**src/rtl/pls_pkg.sv**
```systemverilog
// Package: shared state encoding and defaults for the pulse-lock sampler.
// Assumes a 100 MHz local clock for the recommended timeout value.
package pls_pkg;
    typedef enum logic [1:0] {
        ST_IDLE  = 2'd0,
        ST_ARMED = 2'd1,
        ST_RUN   = 2'd2
    } pls_state_e;

    // Recommended gap limit: about 1.5 periods of 30 kHz at 100 MHz.
    localparam int unsigned GAP_DEFAULT = 5000;
endpackage

```
**src/rtl/pls_edge_sync.sv**
```systemverilog
// Module: pls_edge_sync
// Brings an asynchronous pin into the clock domain through STAGES flops
// and flags each rising edge for one cycle. Assumes STAGES >= 2.
module pls_edge_sync #(
    parameter int STAGES = 2
) (
    input  logic clk,
    input  logic rst_n,
    input  logic pin_async,
    output logic rise
);
    logic [STAGES:0] chain_q;

    // Synchronizer chain plus one history flop for edge detection.
    always_ff @(posedge clk) begin
        if (!rst_n) chain_q <= '0;
        else        chain_q <= {chain_q[STAGES-1:0], pin_async};
    end

    assign rise = chain_q[STAGES-1] & ~chain_q[STAGES];

    // A rising edge is never reported on two consecutive cycles.
    assert_rise_single_R6: assert property (@(posedge clk) disable iff (!rst_n)
        rise |=> !rise);
endmodule

```
**src/rtl/pls_gap_watch.sv**
```systemverilog
// Module: pls_gap_watch
// Counts cycles since the last pulse edge while running and raises a
// sticky flag once the count reaches the limit. The counter saturates.
module pls_gap_watch #(
    parameter int GAP_W = 16
) (
    input  logic             clk,
    input  logic             rst_n,
    input  logic             run,
    input  logic             rise,
    input  logic             clr,
    input  logic [GAP_W-1:0] limit,
    output logic             missed
);
    logic [GAP_W-1:0] cnt_q;
    logic             hit;

    assign hit = run && !rise && (cnt_q == limit);

    // Gap counter: cleared by edges and outside the running state.
    always_ff @(posedge clk) begin
        if (!rst_n)                  cnt_q <= '0;
        else if (!run || rise)       cnt_q <= '0;
        else if (cnt_q != limit)     cnt_q <= cnt_q + 1'b1;
    end

    // Sticky missed flag, cleared only by an accepted arm.
    always_ff @(posedge clk) begin
        if (!rst_n)    missed <= 1'b0;
        else if (clr)  missed <= 1'b0;
        else if (hit)  missed <= 1'b1;
    end

    assert_missed_sticky_R9: assert property (@(posedge clk) disable iff (!rst_n)
        (missed && !clr) |=> missed);
    assert_missed_only_running_R9: assert property (@(posedge clk) disable iff (!rst_n)
        $rose(missed) |-> $past(run));
endmodule

```
**src/rtl/pls_ctrl.sv**
```systemverilog
// Module: pls_ctrl
// Idle/armed/running sequencer. It turns synchronized pulse edges into
// sample strobes, defers a halt to the next edge and flags overruns.
// Assumes rise is already one cycle wide and in the clock domain.
module pls_ctrl
    import pls_pkg::*;
(
    input  logic clk,
    input  logic rst_n,
    input  logic rise,
    input  logic arm,
    input  logic halt,
    input  logic seq_busy,
    output logic strobe,
    output logic run,
    output logic arm_take,
    output logic overrun
);
    pls_state_e state_q, state_d;
    logic       halt_pend_q;
    logic       strobe_d;
    logic       ovr_hit;

    assign arm_take = (state_q == ST_IDLE) && arm;
    assign run      = (state_q == ST_RUN);
    assign ovr_hit  = run && rise && !(halt_pend_q || halt) && seq_busy;

    // Next-state and strobe decision.
    always_comb begin
        state_d  = state_q;
        strobe_d = 1'b0;
        unique case (state_q)
            ST_IDLE:  if (arm) state_d = ST_ARMED;
            ST_ARMED: begin
                if (halt) state_d = ST_IDLE;
                else if (rise) begin
                    state_d  = ST_RUN;
                    strobe_d = 1'b1;
                end
            end
            ST_RUN: begin
                if (rise) begin
                    if (halt_pend_q || halt) state_d = ST_IDLE;
                    else if (!seq_busy)      strobe_d = 1'b1;
                end
            end
            default: state_d = ST_IDLE;
        endcase
    end

    // State and strobe registers.
    always_ff @(posedge clk) begin
        if (!rst_n) begin
            state_q <= ST_IDLE;
            strobe  <= 1'b0;
        end else begin
            state_q <= state_d;
            strobe  <= strobe_d;
        end
    end

    // Pending halt: remembered until the next boundary leaves the run state.
    always_ff @(posedge clk) begin
        if (!rst_n)                  halt_pend_q <= 1'b0;
        else if (!run)               halt_pend_q <= 1'b0;
        else if (rise)               halt_pend_q <= 1'b0;
        else if (halt)               halt_pend_q <= 1'b1;
    end

    // Sticky overrun flag, cleared only by an accepted arm.
    always_ff @(posedge clk) begin
        if (!rst_n)        overrun <= 1'b0;
        else if (arm_take) overrun <= 1'b0;
        else if (ovr_hit)  overrun <= 1'b1;
    end

    assert_arm_ignored_R7: assert property (@(posedge clk) disable iff (!rst_n)
        (run && !halt_pend_q && !halt) |=> run);
    assert_halt_waits_R10: assert property (@(posedge clk) disable iff (!rst_n)
        (run && !rise) |=> run);
    assert_overrun_busy_R8: assert property (@(posedge clk) disable iff (!rst_n)
        $rose(overrun) |-> $past(seq_busy));
    assert_armed_no_strobe_R3: assert property (@(posedge clk) disable iff (!rst_n)
        (state_q == ST_ARMED && !rise) |=> !strobe);
endmodule

```
**src/rtl/pulse_lock_sampler.sv**
```systemverilog
// Module: pulse_lock_sampler
// Top level: paces local sampling from a shared asynchronous pulse.
// Assumes the pulse stays high and stays low for at least one clock each.
module pulse_lock_sampler #(
    parameter int SYNC_STAGES = 2,
    parameter int GAP_W       = 16
) (
    input  logic             clk,
    input  logic             rst_n,
    input  logic             pulse_in,
    input  logic             arm,
    input  logic             halt,
    input  logic             seq_busy,
    input  logic [GAP_W-1:0] gap_limit,
    output logic             sample_start,
    output logic             acquiring,
    output logic             missed_flag,
    output logic             overrun_flag
);
    logic rise;
    logic run;
    logic arm_take;

    pls_edge_sync #(.STAGES(SYNC_STAGES)) u_sync (
        .clk       (clk),
        .rst_n     (rst_n),
        .pin_async (pulse_in),
        .rise      (rise)
    );

    pls_ctrl u_ctrl (
        .clk      (clk),
        .rst_n    (rst_n),
        .rise     (rise),
        .arm      (arm),
        .halt     (halt),
        .seq_busy (seq_busy),
        .strobe   (sample_start),
        .run      (run),
        .arm_take (arm_take),
        .overrun  (overrun_flag)
    );

    pls_gap_watch #(.GAP_W(GAP_W)) u_gap (
        .clk    (clk),
        .rst_n  (rst_n),
        .run    (run),
        .rise   (rise),
        .clr    (arm_take),
        .limit  (gap_limit),
        .missed (missed_flag)
    );

    assign acquiring = run;

    assert_strobe_in_run_R4: assert property (@(posedge clk) disable iff (!rst_n)
        sample_start |-> acquiring);
    assert_strobe_from_edge_R5: assert property (@(posedge clk) disable iff (!rst_n)
        sample_start |-> $past(rise));
endmodule

```
**config.mk**
```make
export PLATFORM = sky130hd
export DESIGN_NAME = pulse_lock_sampler
export DESIGN_NICKNAME = d
export VERILOG_FILES = /design/src/rtl/pls_pkg.sv /design/src/rtl/pls_edge_sync.sv /design/src/rtl/pls_gap_watch.sv /design/src/rtl/pls_ctrl.sv /design/src/rtl/pulse_lock_sampler.sv
export SDC_FILE = /design/constraint.sdc
export NUM_CORES = 1
export LEC_CHECK = 0
export ABC_AREA = 1
export BUFFER_PORTS_ARGS = -buffer_cell sky130_fd_sc_hd__buf_2
export CORE_AREA = 2 2 42 83
export DETAILED_ROUTE_END_ITERATION = 8
export DIE_AREA = 0 0 44 85
export GPL_TIMING_DRIVEN = 0
export HOLD_SLACK_MARGIN = 0.02
export PLACE_DENSITY = 0.78
export SYNTH_ARGS = -nofsm -noshare
export SYNTH_HDL_FRONTEND = slang
export SYNTH_SLANG_ARGS = --single-unit
```
**constraint.sdc**
```tcl
create_clock -name clk -period 1.76 [get_ports clk]
set_input_delay 0 -clock clk [delete_from_list [all_inputs] [get_ports clk]]
set_output_delay 0 -clock clk [all_outputs]
set_load 0.005 [all_outputs]
```
==> metrics, run 1 <==
outcome=completed; endpoints failing hold=0; core area=3120 um2; Net Switching=0.395 mW; global-route wire length before repair=6690 um; # DRC=0; Clk pwr share=27.1%; I/O Buffers=25; crit end category=register; Pwr Density=645 nW/um2; DR pass1 iterations=5; wire length per cell=10.9 um; Post-synth ARST share=0%; Int Power=0.880 mW; CTS tree=built; number of synthesized flops with an enable pin=0; Required @ worst endpoint=1.92 ns; leakage=0.911 nW; fill cell count=312; register share of total power=48.6%; Synth Instances=273; Die Ht=85 um; Final GP Congestion=0.884; min-delay src=gap_limit[5]; final net count=340; Worst Setup Start Kind=register; Die Footprint=3740 um2; Finished Core Util=63.4%; RSZ-0062 raised after global routing=false; register cell area after layout=502 um2; Max-Cap Viols=0; vias in the first global route=1652; Mean Syn Cell Area=6.11 um2; register bit count reported by yosys=25; setup TNS=0 ns; worst setup path startpoint=u_gap.cnt_q[10]; Distinct cells, synth=22; post-synthesis sequential area ratio=30.0%; Top cell by count, worst path=nand2_1; Setup Skew=0.00458 ns; pins over their slew limit=0; area of the multi-input gates=957 um2; clock insertion delay at the later pin of the skew report=0.27 ns; Cell Chain, Critical Path=inv_1 -> nand2_1 -> nand2_1 -> nor2_1 -> nand2_1 -> nor2_4 -> nand2_2 -> buf_6 -> nand2_1 -> a21oi_1; Post-DRT Antenna Nets=0; CP peak stage delay=0.42 ns; antenna cells=0; Slowest cell on crit path=dfxtp_1; Logic pwr share=24.3%; Vias/cell=4.94; Ports=26; Yosys warning total=0; top achievable clock speed=0.624 GHz; switch share=31.0%; pin count of the biggest net entering global routing=14; hpwl dp=2870 um; H-tree depth=1; Hold Crit Class=in2reg; root buf cell=clkbuf_8; max_slew headroom=71.6%; peak supply drop=0.555 mV; drt total wl=3740 um; largest buffer count on any clock path=2; worst slew pin tran=0.423 ns; initial antenna violation count=0; area post-placement=1830 um2; Num CTS Buffers=3; drt initial violations=54; fin crit share=91.1%; initial core utilization=53.4%; Final Setup Violations=0; min Tclk post-route=1.60 ns; total congestion overflow=0; share of cells above drive strength 1=15.7%; Setup CP Type=reg2reg; area grow syn2layout=18.5%; fin area=1980 um2; clock slew at reported path FFs=0.09 ns; worst-path fanout max=10; post-synthesis cell area=1670 um2; Top FF cell, synth=dfxtp_1; Syn Nets=300; Vias=1693; Sink Count=25; row count=29; GR Util All Layers=23.1%; reg2reg start=u_gap.cnt_q[10]; chip width=44 um; most frequent cells in the layout=95 x nand2_1, 40 x inv_1, 25 x buf_2; most common cell after layout, fill and taps aside=nand2_1; Arr. time, crit path=1.76 ns
==> path summary, 6_finish.rpt <==
path / cells after the start / to / slack [ns]
worst max register to register: 10 / u_gap.cnt_q[11] / 0.16
worst max-delay path: 10 / u_gap.cnt_q[11] / 0.16
worst min register to register: 2 / u_sync.chain_q[1] / 0.42
worst min-delay path: 8 / u_gap.cnt_q[3] / 0.26
==> power by group through the flow <==
stage,Sequential [mW],Combinational (mW),Clock (mW)
floorplan,0.626,0.210,0
global placement,0.631,0.293,0
detailed placement,0.633,0.301,0
CTS,0.620,0.312,0.351
global route,0.623,0.364,0.368
finish,0.620,0.310,0.345
==> sequential cells by signal, summed over array words and instances, names as in the netlist <==
register            cells
u_ctrl.strobe           1
u_ctrl.overrun          1
u_ctrl.state_q          2
u_gap.cnt_q            16
u_ctrl.halt_pend_q      1
u_gap.missed            1
u_sync.chain_q          3
==> metrics by stage <==
stage	total power, mW	hold WS [ns]	worst slack [ns]	instances
6_report	1.28	0.261	0.158	343
5_1_grt	1.36	0.325	0.0130	343
4_1_cts	1.28	0.280	0.0512	339
3_5_place_dp	0.933	0.191	0.0659	329
3_3_place_gp	0.925	0.187	0.0824	329
2_1_floorplan	0.837	0.0935	0.363	273
==> area by class of cell <==
| type | instances | area share [%] |
|---|---|---|
| inverters | 46 | 8.73 |
| plain buffers | 5 | 2.34 |
| multi-input cells | 197 | 48.4 |
| clock buffers | 4 | 2.28 |
| repair buffers | 35 | 10.9 |
| well taps | 31 | 1.96 |
| flip-flops and latches | 25 | 25.4 |
==> cell usage after synthesis (2+ instances only) <==
| cell type | instances | area [um2] |
|---|---|---|
| a21oi_1 | 20 | 100 |
| nand2_1 | 95 | 357 |
| nor2_4 | 2 | 22.5 |
| nor3_1 | 4 | 20.0 |
| nand3_1 | 24 | 120 |
| buf_6 | 3 | 33.8 |
| inv_2 | 5 | 18.8 |
| nor2_1 | 25 | 93.8 |
| dfxtp_1 | 25 | 500 |
| inv_1 | 40 | 150 |
| xor2_1 | 11 | 96.3 |
| ha_1 | 5 | 62.6 |
| nand4_1 | 5 | 31.3 |
==> critical path, delay by kind of cell (launching register included) <==
family | cells | cell delay, ns
buffers and inverters | 2 | 0.28
and+or+nand+nor | 7 | 0.73
DFF | 1 | 0.42
AOI/OAI and AO/OA | 1 | 0.06
==> kinds of logic after synthesis <==
| logic type | share of synthesized area, % |
|---|---|
| flops | 30.0 |
| compound gates | 7.95 |
| xor+xnor | 5.78 |
| simple gates | 39.5 |
| buf+inv | 13.1 |
| fa+ha+maj | 3.75 |
==> routing by layer <==
metal	vias to the layer above	global-route usage, %	part of all wire [%]
met5	-	0	0
met4	0	11.3	2.7
met3	9	2.13	2.9
met2	36	43.6	57
met1	734	23.6	37
li1	914	-	-
==> what timing repair did <==
item	4_1_cts	5_1_grt
hold buffers	6	0
hold endpoints to repair	5	0
buffers inserted	0	4
resized for setup	0	5
endpoints found under the setup margin	0	11
Power figures use the tool's default switching activity.
==> run 2: changes to the inputs <==
--- a/config.mk
+++ b/config.mk
@@ -7,12 +7,12 @@
 export LEC_CHECK = 0
 export ABC_AREA = 1
 export BUFFER_PORTS_ARGS = -buffer_cell sky130_fd_sc_hd__buf_2
-export CORE_AREA = 2 2 42 83
+export CORE_AREA = 2 2 41 80
 export DETAILED_ROUTE_END_ITERATION = 8
-export DIE_AREA = 0 0 44 85
+export DIE_AREA = 0 0 43 82
 export GPL_TIMING_DRIVEN = 0
 export HOLD_SLACK_MARGIN = 0.02
-export PLACE_DENSITY = 0.78
+export PLACE_DENSITY = 0.82
 export SYNTH_ARGS = -nofsm -noshare
 export SYNTH_HDL_FRONTEND = slang
 export SYNTH_SLANG_ARGS = --single-unit
==> constraint.sdc (replaced) <==
create_clock -name clk -period 1.9 [get_ports clk]
set_input_delay 0 -clock clk [delete_from_list [all_inputs] [get_ports clk]]
set_output_delay 0 -clock clk [all_outputs]
set_load 0.005 [all_outputs]
==> run 2 against run 1 <==
Against the previous run: final cell count is 2.0% lower; highest routed layer unchanged; largest cell class unchanged; first-iteration DRC count shrank 43%; clock skew hardly changed; worst setup slack improved by 0.061 ns; hold slack got worse by 0.24 ns; non-clock buffer count down 6.
==> metrics, run 2 (synthesis results as in run 1) <==
crit end category=register; Pwr Density=615 nW/um2 (-4.7%); drt initial violations=31 (-43%); fin crit share=88.5% (-2.5 points); Cells after DPL=328 (-0.30%); max_slew headroom=70.9% (-0.71 points); DR pass1 iterations=4 (-1); Required @ worst endpoint=2.04 ns (+0.12 ns); GR Util All Layers=23.5% (+0.40 points); fill cell count=316 (+1.3%); chip width=43 um (-2.3%); outcome=completed; Arr. time, crit path=1.82 ns (+0.06 ns); worst reg-to-reg setup slack=0.22 ns (+0.06 ns); clock slew at reported path FFs=0.08 ns (about the same); worst-path fanout max=10 (unchanged); Die Ht=82 um (-3.5%); most common cell after layout, fill and taps aside=nand2_1; row count=28 (-3.4%); Hold Worst Slack=0.0252 ns (-0.235 ns); Final GP Congestion=0.866 (-2.0%); Max-Cap Viols=0 (unchanged); Largest regs=u_gap.cnt_q (16), u_sync.chain_q (3), u_ctrl.state_q (2); H-tree depth=1 (unchanged); CTS tree=built; Post-DRT Antenna Nets=0 (unchanged); most frequent cells in the layout=95 x nand2_1, 40 x inv_1, 25 x nor2_1, 25 x buf_2, 25 x dfxtp_1; vias in the first global route=1721 (+4.2%); switch share=31.2% (+0.24 points); area grow syn2layout=15.2%; CP Buf/Inv Count=2 (unchanged); register cell area after layout=500 um2 (-0.25%); Num CTS Buffers=3 (unchanged); leakage=0.877 nW (-3.6%); most flop-heavy register=u_gap.cnt_q; share of cells above drive strength 1=13.7% (-2.0 points); setup TNS=0 ns (unchanged); worst slew pin tran=0.434 ns (+0.0106 ns); Slowest cell on crit path=dfxtp_1; top achievable clock speed=0.595 GHz (-4.7%); Hold Crit Class=in2reg; Logic pwr share=24.3% (about the same); endpoints failing hold=0 (unchanged); Clk pwr share=27.1% (about the same); Worst Setup Start Kind=register; final net count=334 (-1.8%); pins over their slew limit=0 (unchanged); Final WS setup=0.218 ns (+0.0609 ns); wire length per cell=11.1 um (+1.4%); clock insertion delay at the later pin of the skew report=0.27 ns (about the same); core area=2940 um2 (-5.7%); root buf cell=clkbuf_8; initial core utilization=56.7% (+3.2 points); area of the multi-input gates=955 um2 (-0.26%); pre-CTS setup slack=0.223 ns (+0.157 ns); Top cell by count, worst path=nand2_1; I/O Buffers=25 (unchanged); pin count of the biggest net entering global routing=14 (unchanged); Cell Chain, Critical Path=inv_1 -> nand2_1 -> nand2_1 -> nor2_1 -> nand2_1 -> nor2_4 -> nand2_2 -> buf_6 -> nand2_1 -> a21oi_1; Vias/cell=5.19 (+5.1%); CP delay by family, top=simple AND/OR/NAND/NOR gates; Vias=1743 (+3.0%); total congestion overflow=0 (unchanged); global-route wire length before repair=6510 um (-2.6%); Die Footprint=3530 um2 (-5.7%); Int Power=0.812 mW (-7.7%); Net Switching=0.369 mW (-6.7%); initial antenna violation count=0 (unchanged); Finished Core Util=65.3% (+1.9 points); min Tclk post-route=1.68 ns (+0.0791 ns); peak supply drop=0.625 mV (+13%); largest buffer count on any clock path=2 (unchanged); Ports=26 (unchanged); antenna cells=0 (unchanged); RSZ-0062 raised after global routing=false; register share of total power=48.6% (about the same); Setup Skew=0.00508 ns (+0.000500 ns); # DRC=0 (unchanged); Setup CP Type=reg2reg; CP peak stage delay=0.41 ns (about the same); drt total wl=3710 um (-0.64%); post-route non-filler standard cell count=336 (-2.0%); hpwl dp=2980 um (+3.5%); Final Setup Violations=0 (unchanged); Sink Count=25 (unchanged); max FFs per register=16 (unchanged); postcts setup bufs=0 (unchanged)
-- run 2: changes by cell type in the layout (fill, tap and decap cells not counted) --
cell	before	now
buf_4	5	1
dlygate4sd3_1	6	4
clkbuf_1	1	2
clkbuf_2	1	0
dfxtp_1	24	25
dfxtp_2	1	0
nor2_1	24	25
nor2_2	1	0
-- run 2: per-stage QoR --
step / cell area [um2] / total power, mW
after floorplan: 1670 / 0.775
after global placement: 1830 / 0.857
after detailed placement: 1830 / 0.870
after CTS: 1920 / 1.18
after global routing: 1920 / 1.25
final: 1920 / 1.18
-- run 2: per-layer routing --
layer | GRT usage (%) | part of all wire [%]
met1 | 21.5 | 37
met4 | 15.5 | 3.8
met2 | 46.2 | 57
met5 | 0 | 0
met3 | 2.86 | 2.7
-- run 2: worst paths after layout --
kind / depth (start not counted) / to / start
max: 10 / u_gap.cnt_q[13] / u_gap.cnt_q[10]
max reg2reg: 10 / u_gap.cnt_q[13] / u_gap.cnt_q[10]
min reg2reg: 2 / u_sync.chain_q[1] / u_sync.chain_q[0]
min: 3 / u_ctrl.overrun / seq_busy
-- run 2: area by class of cell --
class,count,area share (%)
multi-input cells,197,49.7
flip-flops and latches,25,26.1
inverters,46,8.99
repair buffers,29,8.60
clock buffers,4,2.35
plain buffers,5,2.35
well taps,30,1.95
-- run 2: power by group through the flow --
stage / Clock (mW) / Combinational (mW) / Sequential (mW)
2_1_floorplan: 0 / 0.195 / 0.580
3_3_place_gp: 0 / 0.272 / 0.585
6_report: 0.320 / 0.287 / 0.574
4_1_cts: 0.320 / 0.292 / 0.574
5_1_grt: 0.340 / 0.336 / 0.579
3_5_place_dp: 0 / 0.284 / 0.586
-- run 2: worst min-delay path, cell delays in order --
cell and delay [ns]:
buf_2 0.10, nand4_1 0.09, a21oi_1 0.06
-- run 2: what timing repair did --
| action | CTS | global route |
|---|---|---|
| endpoints found under the hold margin | 3 | 0 |
| endpoints found under the setup margin | 0 | 1 |
| resized for setup | 0 | 1 |
| hold buffers | 4 | 0 |
==> run 3: changes to the inputs <==
--- a/config.mk
+++ b/config.mk
@@ -6,6 +6,7 @@
 export NUM_CORES = 1
 export LEC_CHECK = 0
 export ABC_AREA = 1
+export ABC_CLOCK_PERIOD_IN_PS = 2000
 export BUFFER_PORTS_ARGS = -buffer_cell sky130_fd_sc_hd__buf_2
 export CORE_AREA = 2 2 41 80
 export DETAILED_ROUTE_END_ITERATION = 8
==> constraint.sdc (replaced) <==
create_clock -name clk -period 2 [get_ports clk]
set_input_delay 0 -clock clk [delete_from_list [all_inputs] [get_ports clk]]
set_output_delay 0 -clock clk [all_outputs]
set_load 0.005 [all_outputs]
==> run 3 against run 2 <==
Against the previous run: power shrank 5.2%; non-clock buffer count stayed put; die area did not move; critical path depth fell by 2; worst setup slack better by 0.073 ns; largest power group unchanged; highest routed layer unchanged.
==> metrics, run 3 (synthesis results as in run 1) <==
postcts setup bufs=0 (unchanged); Setup CP Type=reg2reg; min Tclk post-route=1.71 ns (+0.0273 ns); DR pass1 iterations=4 (unchanged); H-tree depth=1 (unchanged); Num CTS Buffers=3 (unchanged); reg2reg start=u_gap.cnt_q[0]; Largest regs=u_gap.cnt_q (16), u_sync.chain_q (3), u_ctrl.state_q (2); most common cell after layout, fill and taps aside=nand2_1; largest buffer count on any clock path=2 (unchanged); drt total wl=3710 um (about the same); pins over their slew limit=0 (unchanged); post-route non-filler standard cell count=336 (unchanged); Clk pwr share=27.0% (about the same); Hold Crit Class=in2reg; area post-placement=1830 um2 (unchanged); switch share=31.1% (-0.11 points); Vias/cell=5.22 (+0.63%); Post-DRT Antenna Nets=0 (unchanged); initial core utilization=56.7% (unchanged); outcome=completed; Max-Cap Viols=0 (unchanged); Cells after DPL=328 (unchanged); global-route wire length before repair=6510 um (unchanged); CP delay by family, top=simple AND/OR/NAND/NOR gates; Die Ht=82 um (unchanged); hpwl dp=2980 um (unchanged); Hold Worst Slack=0.0258 ns (+0.000613 ns); register share of total power=48.7% (about the same); CTS tree=built; chip width=43 um (unchanged); Ports=26 (unchanged); Post-CTS Hold Fix Bufs=4 (unchanged); fin area=1920 um2 (-0.26%); leakage=0.877 nW (about the same); max FFs per register=16 (unchanged); # DRC=0 (unchanged); Final Setup Violations=0 (unchanged); root buf cell=clkbuf_8; initial antenna violation count=0 (unchanged); Final GP Congestion=0.866 (unchanged); Vias=1754 (+0.63%); share of cells above drive strength 1=13.4% (-0.33 points); Die Footprint=3530 um2 (unchanged); CP Buf/Inv Count=0 (-2); Arr. time, crit path=1.85 ns (+0.03 ns); total congestion overflow=0 (unchanged); Net Switching=0.348 mW (-5.5%); most frequent cells in the layout=95 x nand2_1, 40 x inv_1, 25 x nor2_1, 25 x buf_2, 25 x dfxtp_1; crit end category=register; worst-path fanout max=6 (-4); worst setup path startpoint=u_gap.cnt_q[0]; Slowest cell on crit path=dfxtp_1; core area=2940 um2 (unchanged); Sink Count=25 (unchanged); setup TNS=0 ns (unchanged); max_slew headroom=67.4% (-3.5 points); final net count=334 (unchanged); peak supply drop=0.591 mV (-5.4%); Int Power=0.771 mW (-5.0%); endpoints failing hold=0 (unchanged); Logic pwr share=24.3% (about the same); Pwr Density=585 nW/um2 (-4.9%); antenna cells=0 (unchanged); Required @ worst endpoint=2.14 ns (+0.10 ns); clock insertion delay at the later pin of the skew report=0.27 ns (about the same); CTS resizes=0 (unchanged); Worst Setup Start Kind=register; fin crit share=85.4% (-3.1 points); pin count of the biggest net entering global routing=14 (unchanged); worst slew pin tran=0.485 ns (+0.0514 ns); Top cell by count, worst path=nand2_1; row count=28 (unchanged); wire length per cell=11.1 um (about the same); Setup Skew=0.00482 ns (-0.000264 ns); area grow syn2layout=14.9%; CP peak stage delay=0.45 ns (+0.04 ns); RSZ-0062 raised after global routing=false; most flop-heavy register=u_gap.cnt_q; vias in the first global route=1721 (unchanged); top achievable clock speed=0.585 GHz (-1.6%); clock slew at reported path FFs=0.09 ns (about the same); drt initial violations=33 (+6.5%); min-delay src=seq_busy; Cell Chain, Critical Path=ha_1 -> nand2_1 -> nor3_1 -> nand3_1 -> nand2_1 -> nand2_1 -> nand2_1 -> a21oi_1; GR Util All Layers=23.5% (unchanged); Power Total=1.12 mW (-5.2%); I/O Buffers=25 (unchanged)
run 3: cell counts in the layout (fill, tap and decap cells not counted):
Identical to the previous run, type by type.
run 3: power groups by stage:
stage	logic [mW]	clock network [mW]	registers [mW]
after floorplan	0.185	0	0.551
after global placement	0.259	0	0.556
after detailed placement	0.270	0	0.557
after CTS	0.277	0.304	0.545
after global routing	0.319	0.323	0.550
final	0.272	0.302	0.545
run 3: through the flow:
| stage | worst slack, ns | util (%) |
|---|---|---|
| 2_1_floorplan | 0.603 | - |
| 3_5_place_dp | 0.323 | 62.2 |
| 5_1_grt | 0.0618 | 65.1 |
| 3_3_place_gp | 0.332 | 62.2 |
| 4_1_cts | 0.303 | 65.1 |
| 6_report | 0.291 | 65.1 |
run 3: worst register-to-register path: stages (launching register included):
cell and delay [ns]:
dfxtp_1 0.45, ha_1 0.28, nand2_1 0.09, nor3_1 0.39, nand3_1 0.14, nand2_1 0.08, nand2_1 0.04, nand2_1 0.05
a21oi_1 0.05
run 3: area by class of cell:
type | instances | area [um2]
plain buffers | 5 | 45.0
flip-flops and latches | 25 | 500
inverters | 46 | 173
clock buffers | 4 | 45.0
fillers | 317 | 1030
multi-input cells | 197 | 950
repair buffers | 29 | 165
well taps | 30 | 37.5
run 3: worst paths after layout:
path | end | slack (ns) | depth (start not counted)
max | u_gap.cnt_q[14] | 0.29 | 8
min | u_ctrl.overrun | 0.03 | 3
max reg2reg | u_gap.cnt_q[14] | 0.29 | 8
min reg2reg | u_sync.chain_q[1] | 0.42 | 2
run 3: layer usage:
layer | routed length (um) | vias to the layer above | GRT usage (%)
li1 | - | 911 | -
met1 | 1380 | 786 | 21.5
met2 | 2080 | 42 | 46.2
met3 | 98 | 15 | 2.86
met4 | 156 | 0 | 15.5
met5 | 0 | - | 0
